==> src/rtl/vxbar_pkg.sv <==
// Package: shared constants and the run-state type for the crossbar.
// Assumes word addressing on the control port.
package vxbar_pkg;

    // Run-state of the crossbar sequencer.
    typedef enum logic [1:0] {
        ST_STOP  = 2'd0,
        ST_RUN   = 2'd1,
        ST_DRAIN = 2'd2
    } xbar_state_e;

    // Control register word addresses; selection registers follow in output order.
    localparam int REG_ENABLE = 0;
    localparam int REG_STATUS = 1;
    localparam int REG_SWITCH = 2;
    localparam int REG_ROUTE0 = 3;

endpackage

==> src/rtl/vxbar_regs.sv <==
// Module: control-port register file. Holds the enable bit, the self-clearing
// switch request and one staged selection per output, and returns read data
// combinationally. Assumes SEL_W <= REG_W and one access per cycle.
module vxbar_regs
    import vxbar_pkg::*;
#(
    parameter int NUM_OUT = 2,
    parameter int SEL_W   = 2,
    parameter int REG_W   = 8,
    parameter int AW      = 3
) (
    input  logic                     clk,
    input  logic                     rst_n,
    input  logic                     wr,
    input  logic [AW-1:0]            addr,
    input  logic [REG_W-1:0]         wdata,
    output logic [REG_W-1:0]         rdata,
    input  logic                     busy,
    input  logic                     seq_done,
    output logic                     enable_o,
    output logic                     switch_o,
    output logic [NUM_OUT*SEL_W-1:0] staged_o
);

    logic             enable_q;
    logic             switch_q;
    logic [SEL_W-1:0] staged_q [NUM_OUT];

    // Enable and switch bits: software writes, sequencer completion overrides.
    always_ff @(posedge clk or negedge rst_n) begin
        if (!rst_n) begin
            enable_q <= 1'b0;
            switch_q <= 1'b0;
        end else if (seq_done) begin
            enable_q <= 1'b1;
            switch_q <= 1'b0;
        end else if (wr) begin
            if (addr == AW'(REG_ENABLE)) enable_q <= wdata[0];
            if (addr == AW'(REG_SWITCH) && wdata[0]) switch_q <= 1'b1;
        end
    end

    // Staged selection registers, one per output.
    for (genvar o = 0; o < NUM_OUT; o++) begin : g_stage
        always_ff @(posedge clk or negedge rst_n) begin
            if (!rst_n) begin
                staged_q[o] <= '0;
            end else if (wr && addr == AW'(REG_ROUTE0 + o)) begin
                staged_q[o] <= wdata[SEL_W-1:0];
            end
        end
        assign staged_o[o*SEL_W +: SEL_W] = staged_q[o];
    end

    // Read multiplexer over the register map.
    always_comb begin
        int idx;
        idx   = int'(addr) - REG_ROUTE0;
        rdata = '0;
        if (addr == AW'(REG_ENABLE)) begin
            rdata[0] = enable_q;
        end else if (addr == AW'(REG_STATUS)) begin
            rdata[0] = busy;
        end else if (addr == AW'(REG_SWITCH)) begin
            rdata[0] = switch_q;
        end else if (idx >= 0 && idx < NUM_OUT) begin
            rdata[SEL_W-1:0] = staged_q[idx];
        end
    end

    assign enable_o = enable_q;
    assign switch_o = switch_q;

endmodule

==> src/rtl/vxbar_resolve.sv <==
// Module: turns staged selections into a legal one-to-one routing. Values
// outside 1..NUM_IN become 0, and a selection already taken by a lower
// output becomes 0. Purely combinational.
module vxbar_resolve #(
    parameter int NUM_IN  = 2,
    parameter int NUM_OUT = 2,
    parameter int SEL_W   = 2
) (
    input  logic [NUM_OUT*SEL_W-1:0] staged,
    output logic [NUM_OUT*SEL_W-1:0] legal
);

    // Priority resolution: the lowest output claiming an input keeps it.
    always_comb begin
        legal = '0;
        for (int o = 0; o < NUM_OUT; o++) begin
            logic [SEL_W-1:0] sel;
            logic             ok;
            sel = staged[o*SEL_W +: SEL_W];
            ok  = (sel != '0) && (int'(sel) <= NUM_IN);
            for (int p = 0; p < o; p++) begin
                if (staged[p*SEL_W +: SEL_W] == sel) ok = 1'b0;
            end
            legal[o*SEL_W +: SEL_W] = ok ? sel : '0;
        end
    end

endmodule

==> src/rtl/vxbar_seq.sv <==
// Module: run/drain/stop sequencer. Holds the working routing, tracks which
// inputs have closed a packet during a drain, and gates the flow per input.
// Assumes the legal routing input is already one-to-one.
module vxbar_seq
    import vxbar_pkg::*;
#(
    parameter int NUM_IN  = 2,
    parameter int NUM_OUT = 2,
    parameter int SEL_W   = 2
) (
    input  logic                     clk,
    input  logic                     rst_n,
    input  logic                     enable,
    input  logic                     switch_req,
    input  logic [NUM_OUT*SEL_W-1:0] legal,
    input  logic [NUM_IN-1:0]        in_valid,
    input  logic [NUM_IN-1:0]        in_ready,
    input  logic [NUM_IN-1:0]        in_eop,
    output logic [NUM_OUT*SEL_W-1:0] act_map,
    output logic [NUM_IN-1:0]        pass_en,
    output logic                     busy,
    output logic                     seq_done,
    output xbar_state_e              state
);

    logic [NUM_IN-1:0] routed;
    logic [NUM_IN-1:0] closed_q;
    logic              all_closed;
    logic              leave_run;

    // Which inputs the working routing connects.
    always_comb begin
        routed = '0;
        for (int o = 0; o < NUM_OUT; o++) begin
            for (int i = 0; i < NUM_IN; i++) begin
                if (int'(act_map[o*SEL_W +: SEL_W]) == i + 1) routed[i] = 1'b1;
            end
        end
    end

    assign all_closed = &closed_q;
    assign leave_run  = (state == ST_RUN) && (!enable || switch_req);
    assign seq_done   = (state == ST_STOP) && switch_req;
    assign busy       = (state != ST_STOP);

    // State transitions between running, draining and stopped.
    always_ff @(posedge clk or negedge rst_n) begin
        if (!rst_n) begin
            state <= ST_STOP;
        end else begin
            unique case (state)
                ST_RUN:   if (leave_run) state <= ST_DRAIN;
                ST_DRAIN: if (all_closed) state <= ST_STOP;
                default:  if (enable || switch_req) state <= ST_RUN;
            endcase
        end
    end

    // Per-input packet-closed flags, seeded on drain entry.
    always_ff @(posedge clk or negedge rst_n) begin
        if (!rst_n) begin
            closed_q <= '0;
        end else if (leave_run) begin
            closed_q <= ~routed;
        end else if (state == ST_DRAIN) begin
            closed_q <= closed_q | (in_valid & in_ready & in_eop);
        end
    end

    // Working routing: refreshed from the legal staged set while stopped.
    always_ff @(posedge clk or negedge rst_n) begin
        if (!rst_n) begin
            act_map <= '0;
        end else if (state == ST_STOP) begin
            act_map <= legal;
        end
    end

    // Flow gate per input.
    always_comb begin
        unique case (state)
            ST_RUN:   pass_en = '1;
            ST_DRAIN: pass_en = ~closed_q;
            default:  pass_en = '0;
        endcase
    end

endmodule

==> src/rtl/vxbar_fabric.sv <==
// Module: combinational switch fabric. Forwards valid, flags and data from
// the selected input to each output and returns ready to that input.
// Assumes act_map is one-to-one; disabled outputs drive all zeros.
module vxbar_fabric #(
    parameter int NUM_IN  = 2,
    parameter int NUM_OUT = 2,
    parameter int DATA_W  = 24,
    parameter int SEL_W   = 2
) (
    input  logic [NUM_OUT*SEL_W-1:0]  act_map,
    input  logic [NUM_IN-1:0]         pass_en,
    input  logic [NUM_IN-1:0]         in_valid,
    input  logic [NUM_IN-1:0]         in_sop,
    input  logic [NUM_IN-1:0]         in_eop,
    input  logic [NUM_IN*DATA_W-1:0]  in_data,
    output logic [NUM_IN-1:0]         in_ready,
    output logic [NUM_OUT-1:0]        out_valid,
    output logic [NUM_OUT-1:0]        out_sop,
    output logic [NUM_OUT-1:0]        out_eop,
    output logic [NUM_OUT*DATA_W-1:0] out_data,
    input  logic [NUM_OUT-1:0]        out_ready
);

    for (genvar o = 0; o < NUM_OUT; o++) begin : g_out
        // Forward path for output o.
        always_comb begin
            logic [SEL_W-1:0] sel;
            sel = act_map[o*SEL_W +: SEL_W];
            out_valid[o]                 = 1'b0;
            out_sop[o]                   = 1'b0;
            out_eop[o]                   = 1'b0;
            out_data[o*DATA_W +: DATA_W] = '0;
            for (int i = 0; i < NUM_IN; i++) begin
                if (int'(sel) == i + 1) begin
                    out_valid[o]                 = in_valid[i] & pass_en[i];
                    out_sop[o]                   = in_sop[i];
                    out_eop[o]                   = in_eop[i];
                    out_data[o*DATA_W +: DATA_W] = in_data[i*DATA_W +: DATA_W];
                end
            end
        end
    end

    for (genvar i = 0; i < NUM_IN; i++) begin : g_in
        // Back-pressure path for input i.
        always_comb begin
            in_ready[i] = 1'b0;
            for (int o = 0; o < NUM_OUT; o++) begin
                if (int'(act_map[o*SEL_W +: SEL_W]) == i + 1) begin
                    in_ready[i] = out_ready[o] & pass_en[i];
                end
            end
        end
    end

endmodule

==> src/rtl/vxbar.sv <==
// Module: top of the packet-aligned crossbar. Ties the register file, the
// routing resolver, the sequencer and the fabric together. Assumes
// NUM_IN, NUM_OUT in 1..12 and a reset released on a clock edge.
module vxbar
    import vxbar_pkg::*;
#(
    parameter int NUM_IN  = 2,
    parameter int NUM_OUT = 2,
    parameter int DATA_W  = 24,
    parameter int REG_W   = 8,
    parameter int AW      = $clog2(REG_ROUTE0 + NUM_OUT)
) (
    input  logic                      clk,
    input  logic                      rst_n,
    input  logic                      ctl_wr,
    input  logic [AW-1:0]             ctl_addr,
    input  logic [REG_W-1:0]          ctl_wdata,
    output logic [REG_W-1:0]          ctl_rdata,
    input  logic [NUM_IN-1:0]         in_valid,
    output logic [NUM_IN-1:0]         in_ready,
    input  logic [NUM_IN-1:0]         in_sop,
    input  logic [NUM_IN-1:0]         in_eop,
    input  logic [NUM_IN*DATA_W-1:0]  in_data,
    output logic [NUM_OUT-1:0]        out_valid,
    input  logic [NUM_OUT-1:0]        out_ready,
    output logic [NUM_OUT-1:0]        out_sop,
    output logic [NUM_OUT-1:0]        out_eop,
    output logic [NUM_OUT*DATA_W-1:0] out_data
);

    localparam int SEL_W = $clog2(NUM_IN + 1);

    logic                     enable;
    logic                     switch_q;
    logic                     busy;
    logic                     seq_done;
    logic [NUM_OUT*SEL_W-1:0] staged;
    logic [NUM_OUT*SEL_W-1:0] legal;
    logic [NUM_OUT*SEL_W-1:0] act_map;
    logic [NUM_IN-1:0]        pass_en;
    xbar_state_e              state;

    vxbar_regs #(
        .NUM_OUT (NUM_OUT),
        .SEL_W   (SEL_W),
        .REG_W   (REG_W),
        .AW      (AW)
    ) u_regs (
        .clk      (clk),
        .rst_n    (rst_n),
        .wr       (ctl_wr),
        .addr     (ctl_addr),
        .wdata    (ctl_wdata),
        .rdata    (ctl_rdata),
        .busy     (busy),
        .seq_done (seq_done),
        .enable_o (enable),
        .switch_o (switch_q),
        .staged_o (staged)
    );

    vxbar_resolve #(
        .NUM_IN  (NUM_IN),
        .NUM_OUT (NUM_OUT),
        .SEL_W   (SEL_W)
    ) u_resolve (
        .staged (staged),
        .legal  (legal)
    );

    vxbar_seq #(
        .NUM_IN  (NUM_IN),
        .NUM_OUT (NUM_OUT),
        .SEL_W   (SEL_W)
    ) u_seq (
        .clk        (clk),
        .rst_n      (rst_n),
        .enable     (enable),
        .switch_req (switch_q),
        .legal      (legal),
        .in_valid   (in_valid),
        .in_ready   (in_ready),
        .in_eop     (in_eop),
        .act_map    (act_map),
        .pass_en    (pass_en),
        .busy       (busy),
        .seq_done   (seq_done),
        .state      (state)
    );

    vxbar_fabric #(
        .NUM_IN  (NUM_IN),
        .NUM_OUT (NUM_OUT),
        .DATA_W  (DATA_W),
        .SEL_W   (SEL_W)
    ) u_fabric (
        .act_map   (act_map),
        .pass_en   (pass_en),
        .in_valid  (in_valid),
        .in_sop    (in_sop),
        .in_eop    (in_eop),
        .in_data   (in_data),
        .in_ready  (in_ready),
        .out_valid (out_valid),
        .out_sop   (out_sop),
        .out_eop   (out_eop),
        .out_data  (out_data),
        .out_ready (out_ready)
    );

endmodule

==> config.mk <==
export PLATFORM = sky130hd
export DESIGN_NAME = vxbar
export DESIGN_NICKNAME = d
export VERILOG_FILES = /design/src/rtl/vxbar_pkg.sv /design/src/rtl/vxbar_regs.sv /design/src/rtl/vxbar_resolve.sv /design/src/rtl/vxbar_seq.sv /design/src/rtl/vxbar_fabric.sv /design/src/rtl/vxbar.sv
export SDC_FILE = /design/constraint.sdc
export NUM_CORES = 1
export LEC_CHECK = 0
export BUFFER_PORTS_ARGS = -buffer_cell sky130_fd_sc_hd__buf_2
export CAP_MARGIN = 10
export CORE_MARGIN = 2
export CORE_UTILIZATION = 39
export DETAILED_ROUTE_END_ITERATION = 8
export MAX_ROUTING_LAYER = met4
export PLACE_DENSITY = 0.82
export SLEW_MARGIN = 20
export SYNTH_ARGS = -nofsm -noshare
export SYNTH_HDL_FRONTEND = slang
export SYNTH_SLANG_ARGS = --single-unit
export TNS_END_PERCENT = 20
==> constraint.sdc <==
create_clock -name clk -period 1.9 [get_ports clk]
set_input_delay 0.095 -clock clk [delete_from_list [all_inputs] [get_ports clk]]
set_output_delay 0.095 -clock clk [all_outputs]
set_load 0.1 [all_outputs]
==> metrics.txt <==
status=completed; GP Congestion=approximately 0.84; flops & latches, synth=14; Worst Setup Start Kind=flip-flop; Synth top area share=between 20 and 30%; placed insts=340; WP data required=1800 ps; Starting Density=41.6%; Root Buffer=clkbuf_8; CTS tree=done; vias post-DR=~2000; DR iter-0 viols=approximately 130; Layout Skew=0.732 ps; YS warnings=0; P&R area growth vs syn=105%; H-tree levels=1; fraction of the mapped netlist area in adder cells=under 10%; Chip Height=between 60 and 70 um; Critical Path End Type=output port; cells after synthesis=approximately 180; IO Count=roughly 130; Max Cap Viol=0; Crit path max-delay family=flip-flops; Max Buffers Root-to-Sink=2; wirelength, routed=a little over 7000 um; core area=about 3700 sq um; main combinational cell family by area after synthesis=compound AO/OA/AOI/OAI gates; Die W=~67 um; diode count=0; Cell Rows=22; simple-gate portion of the synthesized area=around an eighth; Congestion Overflow GR=0; DRC=0; Hold WS=88.1 ps; cts bufs inserted=3; vias per cell=just under 6; Final Slew Violations=0; dpl hpwl=5540 um; complex-gate fraction of the synthesized area=between 30% and 40%; area leader, netlist=a22o_1; setup_tns=0 ps; crit path max-delay cell type=dfrtp_1; DRT antenna net count=0; buffers plus inverters on the worst setup path=2; crit-path max FO=5; crit-path cells=inv_1 -> ha_2 -> a21o_1 -> nand3_2 -> o22ai_2 -> buf_12; post-synthesis sequential area ratio=between 20% and 30%; share of cells above drive strength 1=around half; minimum clock period=~1900 ps; worst setup path class=reg2out; mux share of post-synthesis cell area=under 10%; port bufs=about 120; worst min-delay path category=in2reg; Highest Clock Rate=between 0.5 and 0.6 GHz; Final Setup Violations=0; clk slew on worst S/H paths=60 ps; vias in the first global route=a little over 2000; Clk Latency, worst-skew pair=250 ps; global-route wire length before repair=roughly 10000 um; post-route insts no fill=346; DR pass1 iterations=4; drt wl/cell=20.6 um; WP data arrival=1770 ps; Syn Area/Cell=8.74 sq um; final hold violation count=0; Syn Std Cell Area=1560 sq um; clock sink count=14; Distinct cells, synth=33; gr usage total=a little under a third; Final Cycle Share=97.9%; crit-path max cell delay=slightly above 400 ps; largest net degree at the start of global routing=28; antenna violations before repair=0; XOR/XNOR share of the synthesized area=0%; nets@finish=approximately 380; die area=roughly 4500 sq um; Synth area leaders=a22o_1 (29%), dfrtp_1 (23%), ha_1 (7.2%)
## cells by family after synthesis
kind of cell               count (synthesis)
AOI/OAI and AO/OA                         69
other                                      1
and+or+nand+nor                           38
DFF                                       14
buffers and inverters                     33
muxes                                     14
adders and majority gates                  9
## layout by cell type, fill, tap and decap left out, types with 4 or more instances in the layout
cell	instances
a22o_1	52
buf_12	59
buf_2	63
buf_4	7
clkbuf_8	4
conb_1	6
dfrtp_1	14
ha_1	6
inv_1	12
mux2_2	5
mux2i_1	9
nand2_1	6
nand2b_1	4
nand3_1	4
nor2_1	9
## stage by stage
stage / setup slack, ps / util [%] / instance area (sq um)
after CTS: 6.68 / 84.6 / 3170
after global placement: 237 / 82.5 / 3090
after global routing: -19.0 / 85.3 / 3190
final: 39.3 / 85.3 / 3190
after floorplan: -354 / - / 1600
after detailed placement: 164 / 82.5 / 3090
## per-layer routing
layer	vias to the layer above	part of all wire, %	track usage [%]
li1	903	-	-
met4	0	4.4	14.8
met1	942	33	32.7
met2	124	53	54.5
met3	27	9.1	6.67
met5	-	0	-
## synthesized netlist by cell type
cell / n
nor2b_1: 3
conb_1: 1
and3_1: 1
dfrtp_1: 14
nand3_1: 6
nor2b_2: 1
a21oi_1: 2
nand4b_1: 1
nor2_1: 10
mux2_2: 5
a22oi_1: 2
nand4_1: 1
nand2_1: 6
mux2i_1: 9
o21ai_0: 1
nand2b_1: 4
buf_2: 10
nor3_1: 3
o21ai_1: 1
a221o_1: 2
inv_2: 1
nand3b_1: 1
a21o_1: 2
o31ai_1: 2
and2b_1: 1
clkbuf_1: 1
ha_1: 9
a211o_1: 1
inv_1: 13
o22ai_1: 3
a22o_1: 52
a2bb2oi_2: 1
buf_4: 8
## path summary, 6_finish.rpt
check                                          startpoint                             end  slack [ps]  depth (start not counted)
hold reg to reg            u_regs.staged_o[2]$_DFFE_PN0P_    u_seq.act_map[3]$_DFFE_PN0N_         520                          1
setup reg to reg               u_seq.state[1]$_DFFE_PN0P_      u_seq.state[1]$_DFFE_PN0P_         170                          6
setup / recovery               u_seq.state[1]$_DFFE_PN0P_                    out_valid[0]          40                          6
hold / removal                               ctl_wdata[1]  u_regs.staged_o[3]$_DFFE_PN0P_          90                          2
min in group asynchronous                           rst_n  u_regs.staged_o[1]$_DFFE_PN0P_         270                          2
max in group asynchronous                           rst_n     u_regs.switch_o$_DFFE_PN0P_        1400                          2
## cell type report
type | count | area, sq um
inverters | 14 | 52.6
multi-input cells | 136 | 1120
fillers | 188 | 549
flip-flops and latches | 14 | 350
repair buffers | 130 | 1560
well taps | 48 | 60.1
clock buffers | 4 | 55.1
## repair_timing
action | 4_1_cts | 5_1_grt
setup endpoints to repair | 2 | 4
endpoints found under the hold margin | 14 | 0
buffers inserted | 0 | 1
pin swaps | 1 | 0
hold buffers | 1 | 0
gates resized for setup | 4 | 5
## registers in the layout, indices dropped and copies added (netlist names)
signal / count
u_regs.staged_o: 4
u_seq.state: 2
u_seq.act_map: 4
u_regs.enable_o: 1
u_regs.switch_o: 1
u_seq.closed_q: 2
Power is not shown: default switching activity piles up to over one toggle a cycle in this logic, so the estimate is an artifact.
